$ cat src/rtl/lane_merge_pkg.sv
// Shared types for the lane-merge unit.
// Assumes: the lane width code is 2 bits; code 3 is an alias of 32-bit lanes.
package lane_merge_pkg;
    typedef enum logic [1:0] {
        LF_B8   = 2'd0,
        LF_B16  = 2'd1,
        LF_B32  = 2'd2,
        LF_B32X = 2'd3
    } lane_fmt_e;
endpackage

$ cat src/rtl/lane_live_decode.sv
// Per-byte live decision.
// Each byte looks up the control bit of the lane it belongs to: the predicate bit
// at the lane's lowest byte. That bit is then flipped when inverted polarity is
// selected. Purely combinational.
// Assumes: the predicate carries one bit per byte position.
module lane_live_decode
    import lane_merge_pkg::*;
#(
    parameter int NBYTES = 64
) (
    input  lane_fmt_e          fmt,
    input  logic               inv_pol,
    input  logic [NBYTES-1:0]  pred,
    output logic [NBYTES-1:0]  live
);
    for (genvar b = 0; b < NBYTES; b++) begin : g_byte
        localparam int IDX16 = b - (b % 2);
        localparam int IDX32 = b - (b % 4);
        logic ctl;
        // Pick the control bit of the lane that owns this byte.
        always_comb begin
            case (fmt)
                LF_B8:   ctl = pred[b];
                LF_B16:  ctl = pred[IDX16];
                default: ctl = pred[IDX32];
            endcase
        end
        // Apply the polarity selection.
        assign live[b] = ctl ^ inv_pol;
    end
endmodule

$ cat src/rtl/lane_byte_merge.sv
// Byte-granular merge.
// A byte flagged live passes the new result; any other byte passes the old
// destination. Combinational.
// Assumes: data width is NBYTES * BYTE_W.
module lane_byte_merge #(
    parameter int NBYTES = 64,
    parameter int BYTE_W = 8,
    localparam int DW = NBYTES * BYTE_W
) (
    input  logic [DW-1:0]     new_data,
    input  logic [DW-1:0]     old_data,
    input  logic [NBYTES-1:0] live,
    output logic [DW-1:0]     merged
);
    for (genvar b = 0; b < NBYTES; b++) begin : g_mux
        // Choose new or old for one byte.
        assign merged[b*BYTE_W +: BYTE_W] = live[b] ? new_data[b*BYTE_W +: BYTE_W]
                                                    : old_data[b*BYTE_W +: BYTE_W];
    end
endmodule

$ cat src/rtl/lane_merge_unit.sv
// Predicated lane-merge write unit (top).
// Decodes the per-byte live mask from the predicate, lane format and polarity,
// then merges new and old data. The merged vector, the byte enables and valid
// are registered together. Outputs hold while no valid input arrives.
// Assumes: synchronous active-low reset; predicate has one bit per data byte.
module lane_merge_unit
    import lane_merge_pkg::*;
#(
    parameter int DATA_W = 512,
    parameter int BYTE_W = 8,
    localparam int NBYTES = DATA_W / BYTE_W
) (
    input  logic                clk,
    input  logic                rst_n,
    input  logic                in_valid,
    input  logic [1:0]          fmt,
    input  logic                inv_pol,
    input  logic [NBYTES-1:0]   pred,
    input  logic [DATA_W-1:0]   new_data,
    input  logic [DATA_W-1:0]   old_data,
    output logic                out_valid,
    output logic [DATA_W-1:0]   out_data,
    output logic [NBYTES-1:0]   out_byte_en
);
    localparam logic [NBYTES-1:0] PAIR_MASK = {(NBYTES/2){2'b01}};
    localparam logic [NBYTES-1:0] QUAD_MASK = {(NBYTES/4){4'b0111}};

    lane_fmt_e           fmt_e;
    logic [NBYTES-1:0]   live;
    logic [DATA_W-1:0]   merged;

    assign fmt_e = lane_fmt_e'(fmt);

    lane_live_decode #(.NBYTES(NBYTES)) u_decode (
        .fmt     (fmt_e),
        .inv_pol (inv_pol),
        .pred    (pred),
        .live    (live)
    );

    lane_byte_merge #(.NBYTES(NBYTES), .BYTE_W(BYTE_W)) u_merge (
        .new_data (new_data),
        .old_data (old_data),
        .live     (live),
        .merged   (merged)
    );

    // Register valid every cycle; register data and enables only on valid input.
    always_ff @(posedge clk) begin
        if (!rst_n) begin
            out_valid   <= 1'b0;
            out_data    <= '0;
            out_byte_en <= '0;
        end else begin
            out_valid <= in_valid;
            if (in_valid) begin
                out_data    <= merged;
                out_byte_en <= live;
            end
        end
    end

    // Byte enables widened to bit level, used only by the checks below.
    logic [DATA_W-1:0] en_bits;
    for (genvar b = 0; b < NBYTES; b++) begin : g_en
        assign en_bits[b*BYTE_W +: BYTE_W] = {BYTE_W{out_byte_en[b]}};
    end

    // the output valid is the input valid one clock later.
    a_r1_valid_latency: assert property (@(posedge clk) disable iff (!rst_n)
        $past(rst_n) |-> (out_valid == $past(in_valid)));

    // enabled bytes carry the new data that was presented.
    a_r7_live_new: assert property (@(posedge clk) disable iff (!rst_n)
        in_valid |=> (((out_data ^ $past(new_data)) & en_bits) == '0));

    // disabled bytes carry the old destination, never zero.
    a_r7_killed_old: assert property (@(posedge clk) disable iff (!rst_n)
        in_valid |=> (((out_data ^ $past(old_data)) & ~en_bits) == '0));

    // 16-bit lanes enable both bytes or neither.
    a_r6_pair_uniform: assert property (@(posedge clk) disable iff (!rst_n)
        (in_valid && fmt_e == LF_B16) |=>
            (((out_byte_en ^ (out_byte_en >> 1)) & PAIR_MASK) == '0));

    // 32-bit lanes (codes 2 and 3) enable all four bytes or none.
    a_r6_quad_uniform: assert property (@(posedge clk) disable iff (!rst_n)
        (in_valid && fmt[1]) |=>
            (((out_byte_en ^ (out_byte_en >> 1)) & QUAD_MASK) == '0));

    // with no valid input the outputs hold and valid drops.
    a_r9_hold: assert property (@(posedge clk) disable iff (!rst_n)
        !in_valid |=> (!out_valid && $stable(out_data) && $stable(out_byte_en)));
endmodule

$ cat config.mk
export PLATFORM = sky130hd
export DESIGN_NAME = lane_merge_unit
export DESIGN_NICKNAME = d
export VERILOG_FILES = /design/src/rtl/lane_merge_pkg.sv /design/src/rtl/lane_live_decode.sv /design/src/rtl/lane_byte_merge.sv /design/src/rtl/lane_merge_unit.sv
export SDC_FILE = /design/constraint.sdc
export NUM_CORES = 1
export LEC_CHECK = 0
export ABC_CLOCK_PERIOD_IN_PS = 4450
export BUFFER_PORTS_ARGS = -buffer_cell sky130_fd_sc_hd__buf_4
export CORE_AREA = 2 2 660 662
export DETAILED_ROUTE_END_ITERATION = 8
export DIE_AREA = 0 0 662 664
export PLACE_DENSITY = 0.3
export SYNTH_ARGS = -nofsm -noshare
export SYNTH_HDL_FRONTEND = slang
export SYNTH_SLANG_ARGS = --single-unit
$ cat constraint.sdc
create_clock -name clk -period 4.45 [get_ports clk]
set_clock_uncertainty 0.15 [all_clocks]
set_input_delay 0.89 -clock clk [delete_from_list [all_inputs] [get_ports clk]]
set_output_delay 0.89 -clock clk [all_outputs]
set_load 0.02 [all_outputs]
Word level (Yosys, flattened, before mapping)
Index checks and enable logic that the tools add are counted.

Register bits: 577. Word-level logic and storage cells: 182.

Equality and inequality tests: 1. Muxes and demuxes: 112. Bitwise logic cells: 64. Reduce and logical (&&, ||, !) cells: 2.

Operators by type and width (number): $mux W8 (64); $xor A1 B1 Y1 (64); $mux W1 (32); $pmux W1 S2 (16); $eq A2 B1 Y1 const B (1); $logic_not A2 Y1 (1); $reduce_or A2 Y1 (1).

Depth between registers and ports, before layout
Gate-level depths: netlist (run 1).

Word-level depth: 5. Gate-level depth with buffers: 8. Gate-level depth less buffers: 4.

Cells and area by module
A second synthesis (run 1) with hierarchy kept.

Cells, all modules: 2594. Area, all modules: 29966.2 um^2.

By module, submodules not included: lane_merge_unit (times used 1, cells an instance 1858, area an instance 22125.0 um^2); lane_byte_merge (times used 1, cells an instance 576, area an instance 6486.2 um^2); lane_live_decode (times used 1, cells an instance 160, area an instance 1355.0 um^2).

Worst setup path before layout (run 1)
OpenSTA, ideal clock, no wires.

Path type: input-to-reg. Start point: input fmt[1]. End point: register out_data[118]. Data arrival time: 2144 ps. Required time: 4168 ps. Path slack: 2024 ps. Stages: 7. Buffers on the path: 3. Path through: buf_6 buf_6 buf_6 mux2i_1 xnor2_4 mux2i_1 a21oi_1.

Longest elaborated chain between the ends: 5. Elaborated cells on any way between the ends: 6.

RTL lines: start: declaration (RTL line lane_merge_unit.sv:16) `input logic [1:0] fmt,`; $eq A2 B1 Y1 or $logic_not A2 Y1 (tied branches) (RTL line lane_live_decode.sv:22) `case (fmt)`; $reduce_or A2 Y1 (no source line) *; $mux W1 * (RTL line lane_live_decode.sv:22); $xor A1 B1 Y1 * (RTL line lane_live_decode.sv:29) `assign live[b] = ctl ^ inv_pol;`; $mux W8 * (RTL line lane_byte_merge.sv:17) `assign merged[b*BYTE_W +: BYTE_W] = live[b] ? new_data[b*BYTE_W +: BYTE_W]`; end signal: assignment (RTL line lane_merge_unit.sv:57) `out_data <= merged;`; end: declaration (RTL line lane_merge_unit.sv:22) `output logic [DATA_W-1:0] out_data,`.

Every way passes the cells marked *; elsewhere a longest branch is shown, timed or not. A chain may end at the register's enable or synchronous reset.

Worst setup path after layout (run 1)
Start point: input fmt[1]. End point: register out_data[149].

The elaborated chain is that of the path after synthesis.

==> results of run 1 <==
[synthesized netlist by cell type (all sizes together)]
cell type,instances
dfxtp,577
nor2,1
clkbuf,201
nor3,16
or2,1
buf,57
xnor2,32
nor2b,17
o21a,48
mux2i,336
or3,16
nand2b,18
and2,1
a31oi,256
nand3,288
a21oi,128
nor3b,16
o211a,160
nand2,144
a21boi,16
o21ai,688
[per-layer routing]
metal	vias to the layer above	global-route usage (%)	wire length, um
met2	1468	25.9	168000
li1	14700	-	-
met3	267	8.74	45800
met1	16100	15.6	123000
met4	22	2.94	6700
met5	-	0	150
[area by class of cell]
| class | instances | area, um2 |
|---|---|---|
| Fill cell | 49800 | 382000 |
| Sequential cell | 577 | 11600 |
| Clock inverter | 42 | 520 |
| Clock buffer | 123 | 2640 |
| Timing Repair Buffer | 1768 | 13600 |
| Multi-Input combinational cell | 2182 | 14700 |
| Antenna cell | 24 | 60.1 |
| Tap cell | 5734 | 7170 |
[flip-flops by register name, indices dropped and copies added (netlist names)]
register     flops
out_valid        1
out_data       512
out_byte_en     64
[power groups by stage]
stage,sequential [mW],clock [mW],combinational (mW)
after global routing,5.97,8.37,5.69
final,5.91,7.90,5.33
after global placement,6.03,0,5.49
after floorplan,6.41,0,1.46
after detailed placement,6.04,0,5.50
after CTS,5.93,8.25,5.51
[cells by family (layout without fill, tap and decap cells)]
logic type	after synthesis	after routing	synth area share, %
simple gates	518	518	9.57
xor+xnor	32	32	2.21
mux	336	336	12.8
compound gates	1296	1296	28.6
buf+inv	258	1933	4.20
other cells	0	24	0
flops	577	577	42.6
[critical path: cells and delay by family]
kind                      cells  cell delay (ns)
AOI/OAI and AO/OA             1             0.11
buffers and inverters         2             0.72
muxes                         2             1.19
xor gates and xnor gates      1             0.38
[stage by stage]
stage | hold slack [ns] | cell area [um2] | power (mW)
after global placement | 0.312 | 46900 | 11.5
after detailed placement | 0.317 | 47000 | 11.5
final | 0.185 | 50200 | 19.1
after floorplan | 0.396 | 27100 | 7.86
after global routing | 0.119 | 50200 | 20.0
after CTS | 0.0606 | 50200 | 19.7
[worst max-delay path by stage]
stage / startpoint / to / slack [ns]
floorplan: fmt[1] / out_data[118] / 2.02
global placement: fmt[1] / out_data[401] / -0.57
detailed placement: fmt[1] / out_data[149] / 0.27
CTS: fmt[1] / out_data[149] / 1.21
global route: fmt[1] / out_data[149] / 1.29
finish: fmt[1] / out_data[149] / 1.45
==> flow_metrics.tcl, run 1 <==
set metrics [dict create \
    status "finished, final reports clean" \
    num_vias 32500 \
    cts_tree "yes" \
    htree_levels 3 \
    clock_latency_ns 0.78 \
    switchingPower_mw 6.90 \
    cellLeakagePower_nw 21.5 \
    avgSynthCellArea_um2 8.99 \
    post_cts_resized 0 \
    cp_max_fo 29 \
    maxSlewHeadroom_pct 20.4 \
    syn_nets 4111 \
    cpMostUsedCell "mux2i_1" \
    synthCells 3017 \
    mostFrequentLayoutCell "buf_4" \
    io_buffers 1670 \
    routed_wl_mm 344 \
    r2r_slack_ns 3.35 \
    holdPathStages 3 \
    firstDrtPassIters 5 \
    ys_types 28 \
    final_cells 10500 \
    min_path_type "primary input to flip-flop" \
    cp-end-kind "flip-flop" \
    rsz0062_at_grt "no" \
    crit_slowest_cell "mux2i_1" \
    root_buffer "clkbuf_16" \
    synth-seq-cells 577 \
    path_class "primary input to flip-flop" \
    coreArea_mm2 0.433 \
    worstHoldEndpoint "out_data[365]" \
    place.gp.congestion 0.940 \
    cp-start-kind "primary input" \
    synth_area_mm2 0.0271 \
    crit_path_cell_trace "buf_6 -> buf_12 -> mux2i_1 -> xnor2_4 -> mux2i_1 -> a21oi_1" \
    drt_iter0_markers 2079 \
    seqPwrFrac_pct 30.9 \
    yosys_warnings 0 \
    maxSlewViolCount 0 \
    timing.rr.start "out_byte_en[18]" \
    start_util_pct 6.27 \
    grt.total_usage_pct 15.0 \
    setup_viol 0 \
    setup_tns_ns 0 \
    grt_overflow 0 \
    setup_ws_ns 1.45 \
    place.detailed.instances 10300 \
    preCtsSetupSlack_ns 0.272 \
    drc 0 \
    wl_per_cell_um 32.9 \
    max-vdd-ir-drop_uv 231 \
    synthTopCellsByArea "dfxtp_1 43%, o21ai_0 12%, mux2i_1 11%" \
    cap_violations 0 \
    switching_share_pct 36.1 \
    power.density_mw_per_mm2 381 \
    post-route-util_pct 11.6 \
    synth_area_leader_cell "dfxtp_1" \
    period_needed_ns 3.00 \
    cts_buffers 92 \
    worstPathArrival_ns 3.52 \
    postCtsSetupBuffers 0 \
    clk_pin_slew_ns 0.06 \
    yosysSeqAreaShare_pct 42.6 \
    drive_gt1_share_pct 43.0 \
    critPathRequiredTime_ns 4.97 \
    grt_pass1_vias 32900 \
    netlist.area_leader.share_pct 42.6 \
    die_w_um 662 \
    grt_pass1_wl_mm 417 \
    comb_power_share_pct 27.9 \
    area_growth_pct 85.1 \
    dp_hpwl_mm 303 \
    clock_path_buffers 4 \
    via_per_inst 3.11 \
    grt_max_degree 115 \
    fmax_ghz 0.334 \
    drtAntennaViolNets 0 \
    fp-row-count 242 \
    power.internal_mw 12.2 \
    antenna_found_initial 65 \
    r2r-end "out_byte_en[18]" \
    holdCritStartpoint "new_data[365]" \
    worst_pin_slew_ns 1.19 \
    finalCritPeriodShare_pct 67.3 \
    holdBufCountCts 0 \
    clock-sinks 577 \
    hold_violations 0 \
    io_pins 1671 \
    die_area_mm2 0.440 \
    rr_worst_depth 2 \
    mostFrequentLayoutCells "1736 x buf_4, 656 x o21ai_0, 577 x dfxtp_1, 298 x mux2i_1, 288 x nand3_1" \
    chipHeight_um 664 \
    power_frac_clock_pct 41.2 \
    max_stage_delay_ns 0.78 \
    final_nets 5715 \
]
Power figures use the tool's default switching activity.
==> inputs of run 2 (changes only) <==
--- a/config.mk
+++ b/config.mk
@@ -5,11 +5,11 @@
 export SDC_FILE = /design/constraint.sdc
 export NUM_CORES = 1
 export LEC_CHECK = 0
-export ABC_CLOCK_PERIOD_IN_PS = 4450
+export ABC_CLOCK_PERIOD_IN_PS = 2800
 export BUFFER_PORTS_ARGS = -buffer_cell sky130_fd_sc_hd__buf_4
-export CORE_AREA = 2 2 660 662
+export CORE_AREA = 2 2 643 645
 export DETAILED_ROUTE_END_ITERATION = 8
-export DIE_AREA = 0 0 662 664
+export DIE_AREA = 0 0 645 647
 export PLACE_DENSITY = 0.3
 export SYNTH_ARGS = -nofsm -noshare
 export SYNTH_HDL_FRONTEND = slang
==> constraint.sdc (replaced) <==
create_clock -name clk -period 2.8 [get_ports clk]
set_clock_uncertainty 0.15 [all_clocks]
set_input_delay 0.56 -clock clk [delete_from_list [all_inputs] [get_ports clk]]
set_output_delay 0.56 -clock clk [all_outputs]
set_load 0.02 [all_outputs]
==> flow_metrics.tcl, run 2 (synthesis gave the netlist of run 1 again) <==
set metrics [dict create \
    cp-end-kind "flip-flop" \
    min_path_type "primary input to flip-flop" \
    grt_pass1_wl_mm 423 \
    fmax_ghz 0.351 \
    startpoint "fmt[1]" \
    chipHeight_um 647 \
    clock-sinks 577 \
    path_class "primary input to flip-flop" \
    max-vdd-ir-drop_uv 439 \
    io_buffers 1670 \
    cp_max_fo 14 \
    antenna_found_initial 89 \
    clock_path_buffers 4 \
    wl_per_cell_um 30.3 \
    holdCritStartpoint "new_data[208]" \
    grt_pass1_vias 37700 \
    grt_max_degree 131 \
    setup_ws_ns -0.0459 \
    cts_tree "yes" \
    drtAntennaViolNets 0 \
    dp_hpwl_mm 297 \
    drive_gt1_share_pct 37.7 \
    critPathRequiredTime_ns 3.36 \
    clk_pin_slew_ns 0.05 \
    io_pins 1671 \
    whs_ns 0.0709 \
    placedInstanceArea_mm2 0.0484 \
    htree_levels 3 \
    timing.rr.start "out_data[204]" \
    maxSlewViolCount 0 \
    die_area_mm2 0.417 \
    post-route-util_pct 14.8 \
    mostFrequentLayoutCells "1900 x buf_4, 917 x dlygate4sd3_1, 656 x o21ai_0, 577 x dfxtp_1, 305 x mux2i_1" \
    coreArea_mm2 0.411 \
    place.detailed.instances 10200 \
    finalCritPeriodShare_pct 102 \
    root_buffer "clkbuf_16" \
    fp-row-count 236 \
    clock_latency_ns 0.79 \
    firstDrtPassIters 6 \
    power.density_mw_per_mm2 529 \
    violations "setup timing" \
    start_util_pct 6.60 \
    worst_pin_slew_ns 1.15 \
    cts_buffers 94 \
    worstPathArrival_ns 3.40 \
    period_needed_ns 2.85 \
    mostFrequentLayoutCell "buf_4" \
    final_cells 11300 \
    final_nets 6824 \
    final_area_mm2 0.0607 \
    area_growth_pct 124 \
    die_w_um 645 \
    cellLeakagePower_nw 26.8 \
    cp-start-kind "primary input" \
    hold_violations 0 \
    place.gp.congestion 0.896 \
    drt_iter0_markers 2550 \
    total_power_mw 32.1 \
    routed_wl_mm 342 \
    reg_top3 "out_data: 512 flops, out_byte_en: 64 flops, out_valid: 1 flops" \
    maxSlewHeadroom_pct 23.5 \
    rsz0062_at_grt "no" \
    largest_reg_flops 512 \
    num_vias 37100 \
    drc 0 \
    setup_viol 1 \
    top_register "out_data" \
    status "finished, violations left" \
    grt_overflow 0 \
    grt.total_usage_pct 15.6 \
    via_per_inst 3.28 \
    cap_violations 0 \
]
-- run 2: cell types whose count changed in the layout (fill, tap and decap cells not counted), sizes merged, moves of 5 or more --
cell / previous run / this run
clkbuf: 123 / 135
diode: 24 / 29
buf: 1768 / 1958
clkinvlp: 6 / 1
clkinv: 23 / 18
dlygate4sd3: 0 / 917
-- run 2: path summary, 6_finish.rpt --
kind / depth (start not counted) / slack (ns) / endpoint
setup / recovery: 7 / -0.05 / out_data[214]
hold reg to reg: 2 / 0.32 / out_byte_en[61]
setup reg to reg: 3 / 1.12 / out_data[204]
hold / removal: 3 / 0.07 / out_data[208]
-- run 2: through the flow --
stage / setup slack (ns) / TNS (ns)
4_1_cts: 0.101 / 0
3_3_place_gp: -0.403 / -10.19
3_5_place_dp: -0.419 / -12.06
6_report: -0.0459 / -0.0459
2_1_floorplan: 0.704 / 0
5_1_grt: 0.0354 / 0
-- run 2: where the power goes --
group	leakage [nW]	internal [mW]	switching, mW
Sequential	4.80	8.90	0.530
Clock	1.55	7.57	4.93
Combinational	20.5	4.53	5.65
Total	26.8	21.0	11.1
-- run 2: layout make-up --
cell class | count | area [um2]
antenna | 29 | 72.6
clock buffer | 135 | 2740
clock inverter | 29 | 405
fill | 47000 | 350000
multi-input combinational | 2182 | 14600
sequential | 577 | 11600
tap | 5474 | 6850
timing repair buffer | 2875 | 24600
-- run 2: critical path, stage by stage --
cell           delay (ns)
buf_6                0.25
buf_12               0.22
mux2i_1              0.81
xnor2_4              0.34
mux2i_1              0.39
dlygate4sd3_1        0.67
a21oi_1              0.09
-- run 2: repair_timing --
item	4_1_cts	5_1_grt
endpoints found under the hold margin	464	0
endpoints found under the setup margin	0	1
hold buffers	917	0
setup buffers	0	0
resized for setup	0	1
-- run 2: metal layers --
metal | track usage (%) | vias to the layer above | share of wire, % | routed length [um]
li1 | - | 16900 | - | -
met1 | 17.1 | 18400 | 38 | 129000
met2 | 26.6 | 1478 | 48 | 163000
met3 | 7.84 | 316 | 12 | 39600
met4 | 4.23 | 32 | 3.0 | 10300
met5 | 0 | - | 0.066 | 225
